## config.mk

```make
export PLATFORM = sky130hd
export DESIGN_NAME = pkt_router3
export DESIGN_NICKNAME = d
export VERILOG_FILES = /design/src/rtl/pr_pkg.sv /design/src/rtl/pr_rst_sync.sv /design/src/rtl/pr_pkt_buf.sv /design/src/rtl/pr_ingress.sv /design/src/rtl/pr_egress.sv /design/src/rtl/pkt_router3.sv
export SDC_FILE = /design/constraint.sdc
export NUM_CORES = 1
export LEC_CHECK = 0
export BUFFER_PORTS_ARGS = -buffer_cell sky130_fd_sc_hd__buf_2
export CAP_MARGIN = 10
export CORE_MARGIN = 10
export CORE_UTILIZATION = 45
export CTS_CLUSTER_DIAMETER = 60
export DETAILED_ROUTE_END_ITERATION = 6
export HOLD_SLACK_MARGIN = 0.15
export PLACE_DENSITY = 0.69
export SLEW_MARGIN = 20
export SYNTH_ARGS = -nofsm -noshare
export SYNTH_HDL_FRONTEND = slang
export SYNTH_SLANG_ARGS = --single-unit
```

## constraint.sdc

```tcl
create_clock -name clk -period 2.8 [get_ports clk]
set_clock_uncertainty 0.15 [all_clocks]
set_input_delay 0.42 -clock clk [delete_from_list [all_inputs] [get_ports clk]]
set_output_delay 0.42 -clock clk [all_outputs]
set_load 0.01 [all_outputs]
```

## src/rtl/pr_pkg.sv

```systemverilog
package pr_pkg;

  typedef enum logic [1:0] {
    ING_IDLE = 2'd0,
    ING_BODY = 2'd1,
    ING_FULL = 2'd2
  } ing_state_e;

endpackage

```

## src/rtl/pr_rst_sync.sv

```systemverilog
module pr_rst_sync (
  input  logic clk,
  input  logic rst_n,
  output logic rst_sync_n
);

  logic [1:0] sync_q;

  always_ff @(posedge clk or negedge rst_n) begin
    if (!rst_n) begin
      sync_q <= 2'b00;
    end else begin
      sync_q <= {sync_q[0], 1'b1};
    end
  end

  assign rst_sync_n = sync_q[1];

endmodule

```

## src/rtl/pr_pkt_buf.sv

```systemverilog
module pr_pkt_buf #(
  parameter int DW    = 8,
  parameter int DEPTH = 65,
  parameter int PW    = $clog2(DEPTH)
) (
  input  logic          clk,
  input  logic          wr_en,
  input  logic [PW-1:0] wr_addr,
  input  logic [DW-1:0] wr_data,
  input  logic [PW-1:0] rd_addr,
  output logic [DW-1:0] rd_data
);

  logic [DW-1:0] mem [DEPTH];

  always_ff @(posedge clk) begin
    if (wr_en) begin
      mem[wr_addr] <= wr_data;
    end
  end

  assign rd_data = mem[rd_addr];

endmodule

```

## src/rtl/pr_ingress.sv

```systemverilog
module pr_ingress
  import pr_pkg::*;
#(
  parameter int DW      = 8,
  parameter int ADDR_W  = 2,
  parameter int N_PORTS = 3,
  parameter int DEPTH   = 65,
  parameter int PW      = $clog2(DEPTH)
) (
  input  logic              clk,
  input  logic              rst_n,
  input  logic [DW-1:0]     in_data,
  input  logic              in_valid,
  input  logic              done,
  output logic              wr_en,
  output logic [PW-1:0]     wr_addr,
  output logic [DW-1:0]     wr_data,
  output logic              busy,
  output logic [ADDR_W-1:0] dest,
  output logic [PW-1:0]     last_idx,
  output logic              drop_pulse
);

  localparam logic [PW-1:0] PTR_MAX = PW'(DEPTH - 1);
  localparam logic [PW-1:0] PTR_ONE = PW'(1);

  ing_state_e        state_q, state_d;
  logic [PW-1:0]     wr_ptr_q, wr_ptr_d;
  logic [DW-1:0]     acc_q, acc_d;
  logic [ADDR_W-1:0] dest_q, dest_d;
  logic [PW-1:0]     last_q, last_d;
  logic              drop_q, drop_d;
  logic              pkt_ok;

  // A packet passes when the running XOR equals the closing byte and the
  // destination is a real port.
  assign pkt_ok = (acc_q == in_data) && (int'(dest_q) < N_PORTS);

  always_comb begin
    state_d  = state_q;
    wr_ptr_d = wr_ptr_q;
    acc_d    = acc_q;
    dest_d   = dest_q;
    last_d   = last_q;
    drop_d   = 1'b0;
    wr_en    = 1'b0;
    wr_addr  = wr_ptr_q;
    wr_data  = in_data;
    unique case (state_q)
      ING_IDLE: begin
        if (in_valid) begin
          wr_en    = 1'b1;
          wr_addr  = '0;
          wr_ptr_d = PTR_ONE;
          acc_d    = in_data;
          dest_d   = in_data[ADDR_W-1:0];
          state_d  = ING_BODY;
        end
      end
      ING_BODY: begin
        wr_en = 1'b1;
        if (in_valid) begin
          acc_d = acc_q ^ in_data;
          if (wr_ptr_q < PTR_MAX) begin
            wr_ptr_d = wr_ptr_q + PTR_ONE;
          end
        end else if (pkt_ok) begin
          last_d  = wr_ptr_q;
          state_d = ING_FULL;
        end else begin
          drop_d  = 1'b1;
          state_d = ING_IDLE;
        end
      end
      ING_FULL: begin
        if (done) begin
          state_d = ING_IDLE;
        end
      end
      default: state_d = ING_IDLE;
    endcase
  end

  always_ff @(posedge clk or negedge rst_n) begin
    if (!rst_n) begin
      state_q  <= ING_IDLE;
      wr_ptr_q <= '0;
      acc_q    <= '0;
      dest_q   <= '0;
      last_q   <= '0;
      drop_q   <= 1'b0;
    end else begin
      state_q  <= state_d;
      wr_ptr_q <= wr_ptr_d;
      acc_q    <= acc_d;
      dest_q   <= dest_d;
      last_q   <= last_d;
      drop_q   <= drop_d;
    end
  end

  assign busy       = (state_q == ING_FULL);
  assign dest       = dest_q;
  assign last_idx   = last_q;
  assign drop_pulse = drop_q;

endmodule

```

## src/rtl/pr_egress.sv

```systemverilog
module pr_egress #(
  parameter int DW      = 8,
  parameter int ADDR_W  = 2,
  parameter int N_PORTS = 3,
  parameter int PW      = 7
) (
  input  logic                       clk,
  input  logic                       rst_n,
  input  logic                       busy,
  input  logic [ADDR_W-1:0]          dest,
  input  logic [PW-1:0]              last_idx,
  input  logic [DW-1:0]              rd_data,
  input  logic [N_PORTS-1:0]         out_hold,
  output logic [PW-1:0]              rd_addr,
  output logic                       done,
  output logic [N_PORTS-1:0][DW-1:0] out_data,
  output logic [N_PORTS-1:0]         out_valid
);

  logic [PW-1:0]      rd_q, rd_d;
  logic [N_PORTS-1:0] port_hit;
  logic               hold_sel;
  logic               xfer;
  logic               at_last;

  for (genvar g = 0; g < N_PORTS; g++) begin : g_port
    assign port_hit[g]  = busy && (dest == ADDR_W'(g));
    assign out_valid[g] = port_hit[g] && !at_last;
    assign out_data[g]  = port_hit[g] ? rd_data : '0;
  end

  assign hold_sel = |(port_hit & out_hold);
  assign at_last  = (rd_q == last_idx);
  assign xfer     = busy && !hold_sel;
  assign done     = xfer && at_last;

  always_comb begin
    rd_d = rd_q;
    if (!busy || done) begin
      rd_d = '0;
    end else if (xfer) begin
      rd_d = rd_q + PW'(1);
    end
  end

  always_ff @(posedge clk or negedge rst_n) begin
    if (!rst_n) begin
      rd_q <= '0;
    end else begin
      rd_q <= rd_d;
    end
  end

  assign rd_addr = rd_q;

endmodule

```

## src/rtl/pkt_router3.sv

```systemverilog
module pkt_router3 #(
  parameter int DW      = 8,
  parameter int ADDR_W  = 2,
  parameter int N_PORTS = 3,
  parameter int MAX_LEN = 63
) (
  input  logic                       clk,
  input  logic                       rst_n,
  input  logic [DW-1:0]              in_data,
  input  logic                       in_valid,
  output logic                       in_hold,
  output logic [N_PORTS-1:0][DW-1:0] out_data,
  output logic [N_PORTS-1:0]         out_valid,
  input  logic [N_PORTS-1:0]         out_hold,
  output logic                       drop_pulse
);

  localparam int DEPTH = MAX_LEN + 2;
  localparam int PW    = $clog2(DEPTH);

  logic              rst_sync_n;
  logic              wr_en;
  logic [PW-1:0]     wr_addr;
  logic [DW-1:0]     wr_data;
  logic [PW-1:0]     rd_addr;
  logic [DW-1:0]     rd_data;
  logic              busy;
  logic              done;
  logic [ADDR_W-1:0] dest;
  logic [PW-1:0]     last_idx;

  pr_rst_sync i_rst_sync (
    .clk        (clk),
    .rst_n      (rst_n),
    .rst_sync_n (rst_sync_n)
  );

  pr_ingress #(
    .DW(DW), .ADDR_W(ADDR_W), .N_PORTS(N_PORTS), .DEPTH(DEPTH), .PW(PW)
  ) i_ingress (
    .clk        (clk),
    .rst_n      (rst_sync_n),
    .in_data    (in_data),
    .in_valid   (in_valid),
    .done       (done),
    .wr_en      (wr_en),
    .wr_addr    (wr_addr),
    .wr_data    (wr_data),
    .busy       (busy),
    .dest       (dest),
    .last_idx   (last_idx),
    .drop_pulse (drop_pulse)
  );

  pr_pkt_buf #(
    .DW(DW), .DEPTH(DEPTH), .PW(PW)
  ) i_buf (
    .clk     (clk),
    .wr_en   (wr_en),
    .wr_addr (wr_addr),
    .wr_data (wr_data),
    .rd_addr (rd_addr),
    .rd_data (rd_data)
  );

  pr_egress #(
    .DW(DW), .ADDR_W(ADDR_W), .N_PORTS(N_PORTS), .PW(PW)
  ) i_egress (
    .clk       (clk),
    .rst_n     (rst_sync_n),
    .busy      (busy),
    .dest      (dest),
    .last_idx  (last_idx),
    .rd_data   (rd_data),
    .out_hold  (out_hold),
    .rd_addr   (rd_addr),
    .done      (done),
    .out_data  (out_data),
    .out_valid (out_valid)
  );

  assign in_hold = busy;

endmodule

```

==> flow_metrics.py, run 1 <==
metrics = {
    "placed_design": {
        "place.gp.congestion": 0.878,
        "post-dp-hpwl_um": 38100,
        "placed_instances": 2092,
        "io_buffers": 42,
    },
    "clock_tree": {
        "cts.sink_count": 556,
        "cts_made_buffers": 54,
        "clkSlewWorstSetupHoldPaths_ns": 0.06,
        "clock_latency_ns": 0.59,
        "cts_root_buf": "clkbuf_16",
        "cts_max_path_buffers": 3,
        "clock_tree_from_tritoncts": "done",
        "cts.htree.levels": 2,
    },
    "detailed_routing": {
        "vias": 13056,
        "postRouteAntennaNets": 0,
        "vias_per_cell": 5.86,
        "remaining_drc_errors": 0,
        "dr.first_iter.drc_count": 1776,
        "post_drt_wl_per_cell_um": 26.5,
        "wirelength_um": 59100,
        "drt-pass1-iter-count": 5,
    },
    "floorplan": {
        "chipWidth_um": 244,
        "num_io_pins": 43,
        "die_h_um": 244,
        "placeableCoreArea_mm2": 0.0500,
        "core.rowCount": 82,
        "floorplan.initialDensity_pct": 45.2,
        "fp.dieArea_mm2": 0.0596,
    },
    "run": {
        "timing.max_cap.violations": 0,
    },
    "logic_synthesis": {
        "synthesis.instances": 1254,
        "synth_async_sr_flop_share_pct": 6.47,
        "synth_cell_types": 67,
        "synth_seq_cells": 556,
        "synth_largest_area_cell": "edfxtp_1",
        "synth-edff-count": 520,
        "post_synth.cell_area_avg_um2": 18.0,
        "number_of_nets_in_the_synthesized_netlist": 1270,
        "synth_ff_type": "edfxtp_1",
        "seq_area_frac_synth_pct": 73.1,
        "synthesis.yosys.warnings": 0,
        "post_synth_instance_area_mm2": 0.0226,
        "synthTopCellsByArea": "edfxtp_1 (69%), mux4_2 (9.2%), dfrtp_1 (4.0%)",
        "post-synth-top-area-fraction_pct": 69.1,
    },
    "sta": {
        "worst_slew_margin_rel_pct": 39.5,
        "post-route-worst-setup-slack_ns": -0.706,
        "post-route-min-period_ns": 3.51,
        "max_clock_freq_mhz": 285,
        "slew_viol_final": 0,
        "hold_slack_ns": 0.131,
        "timing.final.crit_share_pct": 125,
        "fin_setup_tns_ns": -16.48,
        "finalSetupViolations": 27,
        "report.final.hold_viol_count": 0,
        "max_slew.worst_pin.slew_ns": 0.907,
        "setup_repair_after_global_routing_missed_its_margin": "yes",
    },
    "setup_path": {
        "cp_common_cell": "buf_12",
        "ff2ff_path_depth": 11,
        "crit-reg2reg-launch": "i_egress.rd_addr[2]$_DFFE_PN0P_",
        "endpoint_of_the_most_critical_setup_path": "out_data[17]",
        "worst_path_max_delay_cell": "mux4_2",
        "critical_path.reg2reg.endpoint": "i_ingress.state_q[1]$_DFFE_PN0P_",
        "critical-path-max-stage-delay_ns": 0.50,
        "crit_family": "compound AO/OA/AOI/OAI gates",
        "timing.critical_path.cells": "buf_12, buf_12, mux4_2, a22oi_2, nand2_2, a211oi_4, buf_6, a21oi_2, buf_2",
        "worstSetupStartpoint": "i_egress.rd_addr[0]$_DFFE_PN0P_",
        "worst-setup-path-type": "reg -> out",
        "setup.reg_to_reg.worst_slack_ns": 0.12,
        "crit_fanout": 8,
        "timing.critical_path.buf_inv": 4,
        "critical_path_arrival_ns": 2.94,
        "cp-start-kind": "register",
        "worst_ep_required_time_ns": 2.23,
        "cp.depth": 9,
        "timing.critical_path.to_type": "output pin",
    },
    "layout": {
        "stdcell_count": 2228,
        "areaGrowthSynthToFinish_pct": 21.2,
        "diodes": 0,
        "final_layout_size_suffix_gt1_share_pct": 35.7,
        "finish.net_count": 1528,
    },
    "power_and_ir_drop": {
        "vdd_ir_drop_max_uv": 446,
        "power_density_mw_per_mm2": 633,
        "total_power_mw": 17.4,
        "static-leakage-power_nw": 9.04,
    },
    "min_path": {
        "min_path_type": "reg -> async",
    },
    "global_routing": {
        "initial_antenna_violation_count": 0,
        "grt_start_max_net_pins": 69,
        "grt_pass1_wl_um": 87800,
        "grt_remaining_overflow": 0,
        "grt_usage_pct": 19.7,
        "via_count_of_the_first_global_routing_pass": 13142,
    },
    "status": {
        "violated_checks": "negative setup slack",
        "outcome": "complete, but fails checks",
    },
}
-- placed cells by master (no fill, tap or decap), types with 11 or more instances in the layout --
cell type,n
clkbuf_1,17
nor2b_1,14
clkbuf_16,56
buf_6,13
buf_2,43
a21oi_1,25
mux4_2,92
a22oi_1,13
edfxtp_1,520
a21oi_2,21
buf_12,15
nor3_1,11
mux2_2,30
o22ai_1,13
nand3_1,12
nand2b_1,16
nor2_1,82
buf_4,187
nand2_1,69
a22o_1,12
mux2i_1,62
o21ai_0,11
a22oi_2,11
dfrtp_1,32
-- flip-flops by register name (all words and copies together), names as in the netlist --
| register | count |
|---|---|
| i_ingress.state_q | 2 |
| i_egress.rd_addr | 7 |
| i_ingress.last_idx | 7 |
| i_ingress.drop_pulse | 1 |
| i_ingress.wr_ptr_q | 7 |
| i_ingress.acc_q | 8 |
| i_buf.mem | 520 |
| i_ingress.dest | 2 |
| i_rst_sync.sync_q | 2 |
-- kinds of logic after synthesis --
family | synth area share [%]
muxes | 13.5
and+or+nand+nor | 5.33
other | 0.0166
buffers and inverters | 1.92
adders and majority gates | 0.111
xor gates and xnor gates | 0.697
DFF | 73.1
AOI/OAI and AO/OA | 5.37
-- stage by stage --
step	setup slack (ns)	utilization [%]	instance area, um^2
after global routing	-0.767	54.9	27400
after CTS	-0.705	54.4	27200
after detailed placement	-0.230	49.8	24900
after global placement	-0.244	49.8	24900
after floorplan	0.0930	-	22600
final	-0.706	54.9	27400
-- power by group --
| part | switching [mW] | leakage, nW | internal (mW) |
|---|---|---|---|
| combinational | 0.606 | 3.06 | 0.279 |
| clock | 3.00 | 0.839 | 4.05 |
| sequential | 0.149 | 5.14 | 9.27 |
-- cell usage after synthesis (all sizes together) (8+ instances only) --
cell / n
nor3: 13
mux2i: 63
nand2: 73
buf: 39
nor2: 84
a21oi: 46
a22oi: 24
nor4: 8
mux2: 31
a211oi: 12
o22ai: 16
mux4: 92
nor2b: 14
nand3: 13
a22o: 14
nand2b: 16
clkbuf: 28
xnor2: 11
edfxtp: 520
dfrtp: 36
o21ai: 15
-- timing repair --
action,4_1_cts,5_1_grt
setup buffers,23,10
hold buffers,5,0
setup endpoints to repair,27,27
hold endpoints to repair,11,0
gates cloned,1,1
gates resized for setup,74,30
pin swaps,39,20
-- routing by layer --
metal / vias up / track usage, % / part of all wire, %
met2: 669 / 31.3 / 47
li1: 5564 / - / -
met4: 0 / 8.35 / 4.0
met1: 6681 / 26.0 / 39
met5: - / 0 / 0
met3: 142 / 4.11 / 9.8
-- layout make-up --
cell class                      instances  area [um^2]
Clock buffer                           78         1520
Timing Repair Buffer                  269         2230
Fill cell                            3829        22600
Multi-Input combinational cell        626         6080
Inverter                                5         18.8
Sequential cell                       556        16500
Clock inverter                         22          193
Tap cell                              672          841
-- how the worst min path moves through the flow --
stage | endpoint | depth (start not counted) | start
3_5_place_dp | i_rst_sync.sync_q[0]$_DFF_PN0_ | 1 | rst_n
5_1_grt | i_ingress.acc_q[3]$_DFFE_PN0P_ | 1 | i_rst_sync.sync_q[1]$_DFF_PN0_
6_report | i_ingress.acc_q[3]$_DFFE_PN0P_ | 1 | i_rst_sync.sync_q[1]$_DFF_PN0_
3_3_place_gp | i_rst_sync.sync_q[0]$_DFF_PN0_ | 1 | rst_n
4_1_cts | i_ingress.acc_q[3]$_DFFE_PN0P_ | 1 | i_rst_sync.sync_q[1]$_DFF_PN0_
2_1_floorplan | i_rst_sync.sync_q[0]$_DFF_PN0_ | 0 | rst_n
No activity file was read; power rests on OpenSTA's default activity.
==> run 2, diff against run 1 <==
--- a/config.mk
+++ b/config.mk
@@ -12,7 +12,8 @@
 export CTS_CLUSTER_DIAMETER = 60
 export DETAILED_ROUTE_END_ITERATION = 6
 export HOLD_SLACK_MARGIN = 0.15
-export PLACE_DENSITY = 0.69
+export MAX_ROUTING_LAYER = met4
+export PLACE_DENSITY = 0.68
 export SLEW_MARGIN = 20
 export SYNTH_ARGS = -nofsm -noshare
 export SYNTH_HDL_FRONTEND = slang
==> run 2 against run 1 <==
- the run still ends with negative setup slack left
- critical path depth down 1
- setup slack worse by 0.027 ns
- largest cell class unchanged
- total power up 1.8%
- core utilization increased by 0.44 points
- register-to-register slack improved by 0.19 ns
==> flow_metrics.py, run 2 (synthesis gave the netlist of run 1 again) <==
metrics = {
    "status": {
        "outcome": "complete, but fails checks",
        "violated_checks": "negative setup slack",
    },
    "sta": {
        "worst_slew_margin_rel_pct": 34.4,
        "report.final.hold_viol_count": 0,
        "finalSetupViolations": 27,
        "post-route-worst-setup-slack_ns": -0.733,
        "max_clock_freq_mhz": 283,
        "post-route-min-period_ns": 3.53,
        "max_slew.worst_pin.slew_ns": 0.980,
        "timing.final.crit_share_pct": 126,
        "slew_viol_final": 0,
        "setup_repair_after_global_routing_missed_its_margin": "yes",
        "fin_setup_tns_ns": -16.72,
    },
    "setup_path": {
        "crit-reg2reg-launch": "i_ingress.state_q[1]$_DFFE_PN0P_",
        "setup.reg_to_reg.worst_slack_ns": 0.31,
        "critical_path_arrival_ns": 2.96,
        "ff2ff_path_depth": 4,
        "cp-start-kind": "register",
        "critical_path.reg2reg.endpoint": "i_buf.mem[6][1]$_DFFE_PP_",
        "worst-setup-path-type": "reg -> out",
        "crit_fanout": 8,
        "worst_ep_required_time_ns": 2.23,
        "timing.critical_path.to_type": "output pin",
        "worstSetupStartpoint": "i_egress.rd_addr[0]$_DFFE_PN0P_",
    },
    "detailed_routing": {
        "remaining_drc_errors": 0,
        "vias_per_cell": 5.93,
        "post_drt_wl_per_cell_um": 27.3,
        "postRouteAntennaNets": 0,
        "drt-pass1-iter-count": 5,
        "dr.first_iter.drc_count": 1517,
        "wirelength_um": 60900,
        "vias": 13245,
    },
    "global_routing": {
        "grt_remaining_overflow": 0,
        "grt_start_max_net_pins": 69,
        "grt_usage_pct": 20.7,
        "initial_antenna_violation_count": 1,
        "grt_pass1_wl_um": 88500,
        "via_count_of_the_first_global_routing_pass": 13104,
    },
    "min_path": {
        "launch_instance_of_the_worst_min_delay_path": "i_rst_sync.sync_q[0]$_DFF_PN0_",
        "min_path_type": "reg -> reg",
        "timing.hold.worst_path_depth": 0,
        "min_delay_worst_endpoint": "i_rst_sync.sync_q[1]$_DFF_PN0_",
    },
    "layout": {
        "areaGrowthSynthToFinish_pct": 22.2,
        "diodes": 0,
        "top_library_cells_by_usage_in_the_layout_fill_and_taps_aside": "edfxtp_1 (520), buf_4 (181), mux4_2 (92), nor2_1 (80), nand2_1 (72)",
        "finish.net_count": 1533,
        "final_layout_size_suffix_gt1_share_pct": 35.8,
        "fillers": 3804,
        "largest_register": "i_buf.mem",
        "layout_top_registers": "i_buf.mem (520), i_ingress.acc_q (8)",
        "multi_input_area_mm2": 0.00607,
        "layout_commonest_cell": "edfxtp_1",
        "post-route-cell-area_mm2": 0.0276,
        "utilization_pct": 55.3,
        "largest_register_ffs": 520,
        "ff_latch_area_mm2": 0.0165,
    },
    "placed_design": {
        "place.gp.congestion": 0.885,
        "post-dp-hpwl_um": 39100,
        "io_buffers": 42,
        "placed_area_mm2": 0.0251,
    },
    "clock_tree": {
        "clock_tree_from_tritoncts": "done",
        "cts_root_buf": "clkbuf_16",
        "cts.sink_count": 556,
        "cts_made_buffers": 57,
        "cts.htree.levels": 2,
        "cts_max_path_buffers": 3,
        "clock_latency_ns": 0.61,
        "clkSlewWorstSetupHoldPaths_ns": 0.06,
    },
    "floorplan": {
        "core.rowCount": 82,
        "num_io_pins": 43,
        "die_h_um": 244,
        "placeableCoreArea_mm2": 0.0500,
        "chipWidth_um": 244,
        "fp.dieArea_mm2": 0.0596,
        "floorplan.initialDensity_pct": 45.2,
    },
    "power_and_ir_drop": {
        "static-leakage-power_nw": 9.08,
        "power_density_mw_per_mm2": 639,
        "total_power_mw": 17.7,
        "vdd_ir_drop_max_uv": 451,
    },
    "run": {
        "timing.max_cap.violations": 0,
    },
}
run 2: cell count changes in the layout (fill, tap and decap cells not counted), moves of 6 or more:
cell | before | now
clkbuf_8 | 6 | 0
buf_12 | 15 | 23
buf_4 | 187 | 181
clkinv_1 | 8 | 14
run 2: metrics by stage:
| stage | instances | hold WS, ns | setup slack [ns] |
|---|---|---|---|
| after floorplan | 1254 | -0.0256 | 0.0930 |
| final | 2234 | 0.202 | -0.733 |
| after global placement | 2106 | 0.0571 | -0.197 |
| after global routing | 2234 | 0.206 | -0.784 |
| after CTS | 2234 | 0.204 | -0.756 |
| after detailed placement | 2106 | 0.0627 | -0.243 |
run 2: what timing repair did:
| item | in CTS | in global routing |
|---|---|---|
| resized for setup | 79 | 27 |
| pin swaps | 36 | 26 |
| setup buffers | 13 | 5 |
| hold buffers | 7 | 0 |
| endpoints found under the hold margin | 20 | 0 |
| setup endpoints to repair | 27 | 27 |
| cloned | 6 | 0 |
run 2: how the worst max path moves through the flow:
stage	depth (start not counted)	endpoint	slack, ns
6_report	8	out_data[5]	-0.73
5_1_grt	9	out_data[4]	-0.78
4_1_cts	9	out_data[11]	-0.76
3_5_place_dp	9	out_data[21]	-0.24
3_3_place_gp	8	out_data[4]	-0.20
2_1_floorplan	4	i_buf.mem[34][0]$_DFFE_PP_	0.09
run 2: power breakdown:
group          internal, mW  switching, mW
Sequential             9.27          0.139
Combinational         0.282          0.615
Clock                  4.22           3.14
Total                  13.8           3.89
run 2: critical path, stage by stage (launching register included):
cell and delay (ns):
dfrtp_4 0.52, buf_12 0.17, buf_4 0.14, mux4_2 0.49, a22o_1 0.24, a211oi_2 0.23
a311o_2 0.30, a21oi_2 0.09, buf_2 0.15
run 2: final cells by class:
class                   count  share of cell area [%]
multi-input cells         626                    22.0
clock inverters            32                   0.996
well taps                 672                    3.04
repair buffers            271                    8.56
clock buffers              72                    5.52
inverters                   5                  0.0679
flip-flops and latches    556                    59.8
run 2: per-layer routing:
metal	global-route usage (%)	share of wire, %	wire, um
met5	-	0	0
met4	7.00	3.2	1920
met3	4.70	9.7	5890
met2	32.0	48	29300
met1	26.9	39	23800
